### src/rtl/sob_pkg.sv
package sob_pkg;
  typedef enum logic [1:0] {
    KIND_STORE   = 2'd0,
    KIND_LOAD    = 2'd1,
    KIND_BARRIER = 2'd2
  } reqKind_e;

  typedef struct packed {
    logic push;       // enqueue the current request
    logic pushBar;    // the enqueued entry is a barrier token
    logic pop;        // drop the head entry
    logic ldCapture;  // a load is accepted this cycle
    logic ldFromFwd;  // its data comes from the queue
  } qStrobe_t;
endpackage

### src/rtl/sob_datapath.sv
module sob_datapath
  import sob_pkg::*;
#(
  parameter int ADDR_W = 16,
  parameter int DATA_W = 32,
  parameter int DEPTH  = 8,
  localparam int CNT_W = $clog2(DEPTH + 1)
) (
  input  logic              clk,
  input  logic              rstN,
  input  qStrobe_t          strobe,
  input  logic [ADDR_W-1:0] inAddr,
  input  logic [DATA_W-1:0] inData,
  input  logic [DATA_W-1:0] memRdata,
  output logic [CNT_W-1:0]  count,
  output logic              headValid,
  output logic              headIsBar,
  output logic [ADDR_W-1:0] headAddr,
  output logic [DATA_W-1:0] headData,
  output logic              fwdHit,
  output logic [DATA_W-1:0] fwdData,
  output logic              respValid,
  output logic [DATA_W-1:0] respData
);
  logic [ADDR_W-1:0] entAddr [DEPTH];
  logic [DATA_W-1:0] entData [DEPTH];
  logic [DEPTH-1:0]  entBar;
  logic [CNT_W-1:0]  wrIdx;

  assign wrIdx = count - CNT_W'(strobe.pop);

  // Age-ordered entries: index 0 is the oldest, a pop shifts everything down.
  for (genvar g = 0; g < DEPTH; g++) begin : gEnt
    localparam int SRC = (g < DEPTH - 1) ? g + 1 : g;
    always_ff @(posedge clk) begin
      if (!rstN) begin
        entAddr[g] <= '0;
        entData[g] <= '0;
        entBar[g]  <= 1'b0;
      end else if (strobe.push && wrIdx == CNT_W'(g)) begin
        entAddr[g] <= inAddr;
        entData[g] <= inData;
        entBar[g]  <= strobe.pushBar;
      end else if (strobe.pop && g < DEPTH - 1) begin
        entAddr[g] <= entAddr[SRC];
        entData[g] <= entData[SRC];
        entBar[g]  <= entBar[SRC];
      end
    end
  end

  always_ff @(posedge clk) begin
    if (!rstN) begin
      count     <= '0;
      respValid <= 1'b0;
      respData  <= '0;
    end else begin
      count     <= count + CNT_W'(strobe.push) - CNT_W'(strobe.pop);
      respValid <= strobe.ldCapture;
      if (strobe.ldCapture) respData <= strobe.ldFromFwd ? fwdData : memRdata;
    end
  end

  // Youngest matching store wins: later indices overwrite earlier ones.
  always_comb begin
    fwdHit  = 1'b0;
    fwdData = '0;
    for (int i = 0; i < DEPTH; i++) begin
      if (CNT_W'(i) < count && !entBar[i] && entAddr[i] == inAddr) begin
        fwdHit  = 1'b1;
        fwdData = entData[i];
      end
    end
  end

  assign headValid = (count != '0);
  assign headIsBar = entBar[0];
  assign headAddr  = entAddr[0];
  assign headData  = entData[0];

  p_no_overflow_r7: assert property (@(posedge clk) disable iff (!rstN)
    (count == CNT_W'(DEPTH)) |-> !strobe.push);
  p_count_bound_r7: assert property (@(posedge clk) disable iff (!rstN)
    count <= CNT_W'(DEPTH));
  p_resp_next_r4: assert property (@(posedge clk) disable iff (!rstN)
    strobe.ldCapture |=> respValid);
endmodule

### src/rtl/sob_control.sv
module sob_control
  import sob_pkg::*;
#(
  parameter int ADDR_W = 16,
  parameter int DEPTH  = 8,
  localparam int CNT_W = $clog2(DEPTH + 1)
) (
  input  logic              clk,
  input  logic              rstN,
  input  logic              reqValid,
  input  logic [1:0]        reqKind,
  input  logic              memGnt,
  input  logic [CNT_W-1:0]  count,
  input  logic              headValid,
  input  logic              headIsBar,
  input  logic [ADDR_W-1:0] headAddr,
  input  logic              fwdHit,
  output qStrobe_t          strobe,
  output logic              reqReady,
  output logic              memReq,
  output logic              memWe,
  output logic              memSelLoad
);
  logic isLoad, isEnq, hasRoom, loadMiss, drainReq;

  assign isLoad   = reqValid && reqKind == KIND_LOAD;
  assign isEnq    = reqValid && (reqKind == KIND_STORE || reqKind == KIND_BARRIER);
  assign hasRoom  = count < CNT_W'(DEPTH);
  assign loadMiss = isLoad && !fwdHit;
  // A missing load owns the port; stores only drain when it is free.
  assign drainReq = headValid && !headIsBar && !loadMiss;

  assign memReq     = loadMiss || drainReq;
  assign memWe      = !loadMiss;
  assign memSelLoad = loadMiss;

  always_comb begin
    if (reqKind == KIND_LOAD) reqReady = fwdHit || memGnt;
    else if (reqKind == KIND_STORE || reqKind == KIND_BARRIER) reqReady = hasRoom;
    else reqReady = 1'b0;
  end

  always_comb begin
    strobe.push      = isEnq && hasRoom;
    strobe.pushBar   = reqKind == KIND_BARRIER;
    strobe.pop       = (headValid && headIsBar) || (drainReq && memGnt);
    strobe.ldCapture = isLoad && (fwdHit || memGnt);
    strobe.ldFromFwd = fwdHit;
  end

  p_load_first_r3: assert property (@(posedge clk) disable iff (!rstN)
    loadMiss |-> (memReq && !memWe));
  p_bar_no_port_r5: assert property (@(posedge clk) disable iff (!rstN)
    (headValid && headIsBar) |-> !(memReq && memWe));
  p_drain_hold_r8: assert property (@(posedge clk) disable iff (!rstN)
    (memReq && memWe && !memGnt) |=> (headValid && !headIsBar && $stable(headAddr)));
  p_write_has_store_r2: assert property (@(posedge clk) disable iff (!rstN)
    (memReq && memWe) |-> (headValid && !headIsBar));
endmodule

### src/rtl/store_order_buffer.sv
module store_order_buffer
  import sob_pkg::*;
#(
  parameter int ADDR_W = 16,
  parameter int DATA_W = 32,
  parameter int DEPTH  = 8
) (
  input  logic              clk,
  input  logic              rstN,
  input  logic              reqValid,
  input  logic [1:0]        reqKind,
  input  logic [ADDR_W-1:0] reqAddr,
  input  logic [DATA_W-1:0] reqData,
  output logic              reqReady,
  output logic              respValid,
  output logic [DATA_W-1:0] respData,
  output logic              memReq,
  output logic              memWe,
  output logic [ADDR_W-1:0] memAddr,
  output logic [DATA_W-1:0] memWdata,
  input  logic              memGnt,
  input  logic [DATA_W-1:0] memRdata
);
  localparam int CNT_W = $clog2(DEPTH + 1);

  qStrobe_t          strobe;
  logic [CNT_W-1:0]  count;
  logic              headValid, headIsBar, fwdHit, memSelLoad;
  logic [ADDR_W-1:0] headAddr;
  logic [DATA_W-1:0] headData, fwdData;

  sob_control #(.ADDR_W(ADDR_W), .DEPTH(DEPTH)) uCtl (
    .clk(clk), .rstN(rstN), .reqValid(reqValid), .reqKind(reqKind),
    .memGnt(memGnt), .count(count), .headValid(headValid),
    .headIsBar(headIsBar), .headAddr(headAddr), .fwdHit(fwdHit),
    .strobe(strobe), .reqReady(reqReady), .memReq(memReq),
    .memWe(memWe), .memSelLoad(memSelLoad)
  );

  sob_datapath #(.ADDR_W(ADDR_W), .DATA_W(DATA_W), .DEPTH(DEPTH)) uDp (
    .clk(clk), .rstN(rstN), .strobe(strobe), .inAddr(reqAddr),
    .inData(reqData), .memRdata(memRdata), .count(count),
    .headValid(headValid), .headIsBar(headIsBar), .headAddr(headAddr),
    .headData(headData), .fwdHit(fwdHit), .fwdData(fwdData),
    .respValid(respValid), .respData(respData)
  );

  assign memAddr  = memSelLoad ? reqAddr : headAddr;
  assign memWdata = headData;
endmodule

### config.mk
export PLATFORM = sky130hd
export DESIGN_NAME = store_order_buffer
export DESIGN_NICKNAME = d
export VERILOG_FILES = /design/src/rtl/sob_pkg.sv /design/src/rtl/sob_datapath.sv /design/src/rtl/sob_control.sv /design/src/rtl/store_order_buffer.sv
export SDC_FILE = /design/constraint.sdc
export NUM_CORES = 1
export LEC_CHECK = 0
export ABC_CLOCK_PERIOD_IN_PS = 14800
export BUFFER_PORTS_ARGS = -buffer_cell sky130_fd_sc_hd__buf_2
export CAP_MARGIN = 20
export CORE_MARGIN = 3
export CORE_UTILIZATION = 50
export CTS_BUF_LIST = sky130_fd_sc_hd__clkbuf_4
export CTS_CLUSTER_SIZE = 20
export DETAILED_ROUTE_END_ITERATION = 8
export GPL_TIMING_DRIVEN = 0
export HOLD_SLACK_MARGIN = 0.08
export PLACE_DENSITY = 0.76
export SLEW_MARGIN = 40
export SYNTH_ARGS = -nofsm -noshare
export SYNTH_HDL_FRONTEND = slang
export SYNTH_HIERARCHICAL = 1
export SYNTH_SLANG_ARGS = --single-unit
### constraint.sdc
create_clock -name clk -period 14.8 [get_ports clk]
set_clock_uncertainty 0.1 [all_clocks]
set_input_delay 0 -clock clk [delete_from_list [all_inputs] [get_ports clk]]
set_output_delay 0 -clock clk [all_outputs]
set_load 0.02 [all_outputs]
# Word-level counts from Yosys, hierarchy flattened
# Memories as Yosys holds them, arrays and structs flattened.
# Index checks and enable logic that the tools add are counted.
# totals
regBits	45
ram_bits	384
input_bits	86
out_inout_bits	84
wordCells	240
mem_count	2
# classes
n_addsub	3
n_lt_le_gt_ge	9
n_eq_ne	17
mux	111
n_bitwise	30
reduce_logical	57
# memory_table
memory	words	width	rd	rd_clocked_by_memory_dff	write_ports	line	text
uDp.entData	8	32	8	0	8	sob_datapath.sv:26	logic [DATA_W-1:0] entData [DEPTH];
uDp.entAddr	8	16	8	0	8	sob_datapath.sv:25	logic [ADDR_W-1:0] entAddr [DEPTH];
# op_table
operator	count
2-to-1 mux 32 bit	24
2-to-1 mux 16 bit	16
== test 16 bit	8
2-to-1 mux 1 bit	71
logical AND 1 bit	33
OR 1 bit	30
== test 4 x 3 -> 1 bit (second input constant)	4
less-than comparator 3 x 4 -> 1 bit (first input constant)	4
nonzero test 2 bit	7
logical NOT 1 bit	10
== test 4 x 2 -> 1 bit (second input constant)	2
less-than comparator 1 x 4 -> 1 bit (first input constant)	2
less-than comparator 2 x 4 -> 1 bit (first input constant)	2
subtractor 4 x 1 -> 4 bit	2
adder 4 x 1 -> 4 bit	1
== test 4 x 1 -> 1 bit (second input constant)	1
logical NOT 4 bit	1
logical OR 1 bit	4
less-than comparator 4 bit (second input constant)	1
nonzero test 4 bit	1
== test 2 x 1 -> 1 bit (second input constant)	1
== test 2 bit (second input constant)	1
logical NOT 2 bit	1

# Longest topological paths before layout
# Gate-level depths: netlist of run 1.
# depth
ltp_word	25
ltp_mapped	22

# By module
# Netlist of run 1, hierarchy kept.
# modules_own_cells
mod	instances	cells_each	area_each_um2	seq_area_each_um2
sob_datapath	1	1986	22769.3	12431.9
store_order_buffer	1	18	249.0	0.0
sob_control	1	14	93.8	0.0

# Worst setup path before layout of run 1
# Ideal clock, no wire load.
# synth_timing
path_kind	flip-flop to flip-flop
from	register uDp.count[2]
to	memory uDp.entAddr[5][0], in the netlist uDp/entAddr[1][16], enable pin
setup_time_ns	0.522
arrival_ns	6.947
t_required_ns	14.178
path_slack_ns	7.231
path_stages_with_launch	16
n_path_buf	2
path_cell_list	dfxtp_1 > inv_1 > ha_1 > or4_4 > nor4_4 > o2bb2a_4 > buf_6 > buf_2 > nand3_1 > and4bb_4 > o21ai_0 > ha_1 > ha_1 > xor2_1 > nand3_1 > o21ai_0
# synth_rtl
item	line	text
start, declared	sob_datapath.sv:15	output logic [CNT_W-1:0] count,
start signal, assigned	sob_datapath.sv:58	count <= count + CNT_W'(strobe.push) - CNT_W'(strobe.pop);
end, declared	sob_datapath.sv:25	

==> out/metrics.yaml, run 1 <==
worst_setup_path:
  cpMostUsedCell: "clkbuf_1"
  reg2reg_to: "uDp/entData[0][112]"
  regToRegSetupSlack_ps: 7230
  arrival_ps: 8190
  crit_chain: "inv_1 > ha_1 > nor3_1 > nand4_1 > nor4_4 > clkbuf_1 > nor4_1 > nand3_1 > and4bb_4 > o21ai_0 > ha_1 > inv_1 > ha_1 > clkbuf_1 > nand2_1 > nor2_1 > clkbuf_1 > clkbuf_1 > a22o_1"
  cpPeakStageDelay_ps: 750
  critical_path_class: "flop to flop"
  timing.critical_path.buf_inv: 6
  critPathLaunchType: "flop"
  crit_fanout: 10
  cp_slowest_cell: "clkbuf_1"
  required_ps: 15420
  reg2reg_depth: 19
  endpoint_kind: "flop"
  critical-path-top-delay-family: "simple AND/OR/NAND/NOR gates"
  timing.rr.start: "uDp/count[3]"
cells_and_area:
  layout_common_cells: "384 x edfxtp_1, 288 x a22o_1, 183 x clkbuf_4, 181 x buf_2, 163 x clkbuf_1"
  area_delta_synth_final_pct: 20.7
  final_nets: 2476
  drive_above_1_share_pct: 21.3
  fill_cells: 3493
  final_common_cell: "edfxtp_1"
synth:
  mappedNetlistArea_um2: 22800
  yosys_warnings: 6
  synth_fp_nets: 2071
  avgSynthCellArea_um2: 11.5
  syn_inst: 1976
route:
  wl_mm: 79.2
  post-route-drc-count: 0
  top_layer: "met5"
  wl_met3_mm: 11.3
  avgRoutedWirePerCell_um: 25.8
  dr_wl_met2_mm: 34.5
  drt_iter0_markers: 3006
  ant_nets: 0
  vias_per_cell: 6.49
  drt_pass1_iterations: 6
  via_count: 19923
  met1Wirelength_mm: 29.7
place:
  dpl_worst_slack_ps: 7700
  io_buffers: 137
  hpwl_mm: 55.7
  routabilityCongestion: 1.03
global_routing:
  grt_pass1_wl_mm: 117
  grt_pass1_vias: 19272
  track_usage_pct: 32.3
  antenna_found_initial: 5
  grt_overflow: 0
  grt_max_degree: 32
timing:
  worst_hold_slack_ps: 123
  finalHoldViolCount: 0
  setup_violations: 0
  max_freq_mhz: 132
  rsz0062_at_grt: "no"
  totalNegativeSetupSlack_ps: 0
  max_slew_margin_pct: 34.6
  worstMarginPinSlew_ps: 979
  setup_ws_ps: 7230
  min_period_ps: 7570
  maxSlewViolCount: 0
  fin_crit_sh_pct: 51.2
min_path:
  min-delay-start: "reqData[0]"
  holdPathEnd: "uDp/entData[1][0]"
  hold_class: "input pin to flop"
  hold_depth: 4
pwr:
  irDropWorstVdd_mv: 0.0757
  p_leak_nw: 10.2
  powerDensity_nw_per_um2: 146
die:
  core-area_um2: 44600
  row_count: 77
  pin_count: 170
  initial_utilization_pct: 51.1
  die_w_um: 219
  die_height_um: 219
  die_area_um2: 48100
clock_tree:
  worstSkewPairLatency_ps: 890
  cts_made_buffers: 112
  clk_pin_slew_ps: 70
  htreeDepth: 3
  cts_tree: "yes"
  cts.sinks: 429
  cts.path.max_buffers: 3
  cts_root_buf: "clkbuf_4"
flow_run:
  drv_cap: 0
outcome:
  outcome: "complete, no violations"
per-stage QoR:
stage	total power [W]	instance area [µm²]	instances	util [%]
global route	0.00416	27500	3071	61.6
floorplan	0.00247	22800	1976	-
finish	0.00401	27500	3072	61.6
detailed placement	0.00288	24600	2719	55.1
global placement	0.00282	24200	2705	54.3
CTS	0.00398	27500	3069	61.6
state kept, by name, summed over array words and instances, names as in the netlist:
signal and flops:
uDp/entAddr 128, uDp/respData 32, uDp/entBar 7, uDp/headIsBar 1, uDp/count 4, uDp/entData 256, uDp/respValid 1
report_power, final:
group | internal (W) | leakage, nW | switching [W] | total (W)
sequential | 0.00168 | 4.46 | 0.000187 | 0.00187
combinational | 0.000367 | 4.84 | 0.000696 | 0.00106
clock | 0.000559 | 0.896 | 0.000518 | 0.00108
area by class of cell:
class / instances / area (µm²) / area share (%)
clock buffers: 183 / 1370 / 5.00
inverters: 17 / 63.8 / 0.232
flip-flops and latches: 429 / 12400 / 45.2
well taps: 592 / 741 / 2.70
repair buffers: 291 / 2350 / 8.54
diodes: 3 / 7.51 / 0.0273
plain buffers: 284 / 1400 / 5.10
clock inverters: 27 / 121 / 0.442
multi-input cells: 1246 / 8990 / 32.7
worst register-to-register path: cells and delay by family (launching register included):
family / cells / cell delay, ps
simple gates: 8 / 2700
buf+inv: 6 / 2660
fa+ha+maj: 3 / 960
compound gates: 2 / 610
flops: 1 / 430
layer usage:
metal / up-vias / track usage, %
met2: 1598 / 48.7
met5: - / 0.833
met4: 4 / 13.9
met3: 260 / 10.2
li1: 8457 / -
met1: 9604 / 43.0
what timing repair did:
action | CTS | global route
endpoints found under the hold margin | 477 | 0
hold buffers | 140 | 0
resized for setup | 0 | 0
setup buffers | 0 | 0
worst max-delay path by stage:
stage,from,endpoint,slack [ps],depth (start not counted)
3_3_place_gp,uDp/count[2],uDp/entAddr[0][7],3780,15
4_1_cts,uDp/count[3],uDp/entData[0][112],7690,19
6_report,uDp/count[3],uDp/entData[0][112],7230,19
5_1_grt,uDp/count[3],uDp/entData[0][111],7260,19
2_1_floorplan,uDp/count[2],uDp/entAddr[1][16],7240,15
3_5_place_dp,uDp/count[2],uDp/entData[0][112],7700,19
No activity file was read; power rests on OpenSTA's default activity.
==> inputs of run 2 (changes only) <==
- ABC_CLOCK_PERIOD_IN_PS: 14800 -> 7200
- clock period: 14.8 -> 7.2 ns (I/O delays scaled with it)
==> out/metrics.yaml, run 2 (same netlist as run 1, synthesis figures left out) <==
outcome:
  outcome: "complete, but fails checks"
  violations: "setup timing"
route:
  via_count: 19920  # -0.015%
  drt_iter0_markers: 3103  # +3.2%
  avgRoutedWirePerCell_um: 26.2  # +1.6%
  top_layer: "met5"
  wl_met3_mm: 11.7  # +3.5%
  vias_per_cell: 6.47  # -0.24%
  post-route-drc-count: 0  # unchanged
  met1Wirelength_mm: 30.2  # +1.9%
  dr_wl_met2_mm: 35.0  # +1.3%
  ant_nets: 0  # unchanged
  drt_pass1_iterations: 8  # +2
  wl_mm: 80.6  # +1.8%
cells_and_area:
  seqCellArea_um2: 12400  # unchanged
  final_common_cell: "edfxtp_1"
  layout_common_cells: "384 x edfxtp_1, 288 x a22o_1, 187 x clkbuf_4, 181 x buf_2, 160 x clkbuf_1"
  top_regs: "uDp/entData: 256 flops, uDp/entAddr: 128 flops, uDp/respData: 32 flops"
  top_register: "uDp/entData"
  multi_input_area_um2: 9000  # about the same
  fill_cells: 3477  # -0.46%
  area_delta_synth_final_pct: 21.0
  final_area_um2: 27600  # +0.30%
  drive_above_1_share_pct: 21.7  # +0.39 points
  final_nets: 2484  # +0.32%
  largest_register_ff_count: 256  # unchanged
clock_tree:
  htreeDepth: 3  # unchanged
  cts.sinks: 429  # unchanged
  cts_root_buf: "clkbuf_4"
  clk_pin_slew_ps: 60  # about the same
  cts_tree: "yes"
  cts.path.max_buffers: 3  # unchanged
  postCtsSetupBuffers: 0  # unchanged
  worstSkewPairLatency_ps: 870  # -20 ps
  cts_made_buffers: 114  # +1.8%
die:
  pin_count: 170  # unchanged
  die_height_um: 219  # unchanged
  core-area_um2: 44600  # unchanged
  die_area_um2: 48100  # unchanged
  die_w_um: 219  # unchanged
  row_count: 77  # unchanged
  initial_utilization_pct: 51.1  # unchanged
place:
  hpwl_mm: 55.7  # about the same
  io_buffers: 137  # unchanged
  placed_area_um2: 24600  # about the same
  routabilityCongestion: 1.01  # -2.3%
  dpl_worst_slack_ps: 212  # -7480 ps
global_routing:
  track_usage_pct: 32.9  # +0.56 points
  grt_overflow: 0  # unchanged
  grt_pass1_vias: 19523  # +1.3%
  grt_pass1_wl_mm: 118  # +1.1%
  antenna_found_initial: 7  # +2
  grt_max_degree: 32  # unchanged
timing:
  worst_hold_slack_ps: 136  # +13.2 ps
  worstMarginPinSlew_ps: 932  # -47.1 ps
  min_period_ps: 7220  # -353 ps
  max_slew_margin_pct: 37.9  # +3.3 points
  setup_violations: 9  # +9
  maxSlewViolCount: 0  # unchanged
  rsz0062_at_grt: "no"
  max_freq_mhz: 139  # +4.9%
  finalHoldViolCount: 0  # unchanged
  setup_ws_ps: -17.5  # -7250 ps
  totalNegativeSetupSlack_ps: -70.7  # -70.7 ps
  fin_crit_sh_pct: 100  # +49 points
pwr:
  powerDensity_nw_per_um2: 300  # +110%
  p_leak_nw: 10.2  # +0.48%
  irDropWorstVdd_mv: 0.153  # +100%
worst_setup_path:
  critical_path_class: "flop to flop"
  endpoint_kind: "flop"
  cp_slowest_cell: "clkbuf_1"
  crit_chain: "inv_1 > ha_1 > nor2b_1 > nor3_1 > and4_1 > clkbuf_1 > and2_1 > nor4_1 > nand3_1 > and4bb_4 > o21ai_0 > ha_1 > ha_1 > xor2_1 > nand3_1 > nor2_1 > clkbuf_1 > clkbuf_1 > and2_1"
  crit_fanout: 10  # unchanged
  required_ps: 7840  # -7580 ps
  critPathLaunchType: "flop"
  cpPeakStageDelay_ps: 670  # -80 ps
  arrival_ps: 7850  # -340 ps
min_path:
  hold_class: "input pin to flop"
flow_run:
  drv_cap: 0  # unchanged
run 2: report_power, final:
part / switching (W) / total, W / internal [W]
clock: 0.00105 / 0.00222 / 0.00117
sequential: 0.000383 / 0.00384 / 0.00346
combinational: 0.00144 / 0.00220 / 0.000762
run 2: cell type report:
cell class / instances / area share [%]
Sequential cell: 429 / 45.1
Multi-Input combinational cell: 1246 / 32.6
Timing Repair Buffer: 297 / 8.73
Buffer: 284 / 5.10
Clock buffer: 187 / 5.09
Tap cell: 592 / 2.69
Clock inverter: 23 / 0.381
Inverter: 17 / 0.231
Antenna cell: 4 / 0.0363
run 2: routing by layer:
layer | vias to the layer above | track usage (%)
met5 | - | 0.833
met3 | 275 | 10.0
li1 | 8464 | -
met4 | 8 | 14.1
met1 | 9577 | 44.0
met2 | 1596 | 49.5
run 2: final timing paths:
path,from,to,slack [ps],cells after the start
max reg2reg,uDp/count[2],uDp/entData[1][108],-20,19
min,reqData[18],uDp/entData[1][114],140,3
max,uDp/count[2],uDp/entData[1][108],-20,19
min reg2reg,uDp/headIsBar,uDp/headIsBar,420,2
run 2: per-stage QoR:
| step | power, W | utilization (%) | std cells |
|---|---|---|---|
| 6_report | 0.00826 | 61.8 | 3079 |
| 5_1_grt | 0.00857 | 61.8 | 3078 |
| 4_1_cts | 0.00819 | 61.7 | 3074 |
| 3_5_place_dp | 0.00592 | 55.1 | 2721 |
| 3_3_place_gp | 0.00579 | 54.3 | 2705 |
| 2_1_floorplan | 0.00507 | - | 1976 |
run 2: repair_timing:
item / CTS / global route
gates resized for setup: 0 / 2
endpoints found under the hold margin: 467 / 0
endpoints found under the setup margin: 0 / 10
hold buffers: 143 / 0
run 2: worst max-delay path, delay by kind of cell, from the launching register on:
family                     cells  cell delay, ps
and+or+nand+nor               10            3100
buffers and inverters          4            1850
adders and majority gates      3             900
DFF                            1             430
xor gates and xnor gates       1             390
AOI/OAI and AO/OA              1             350
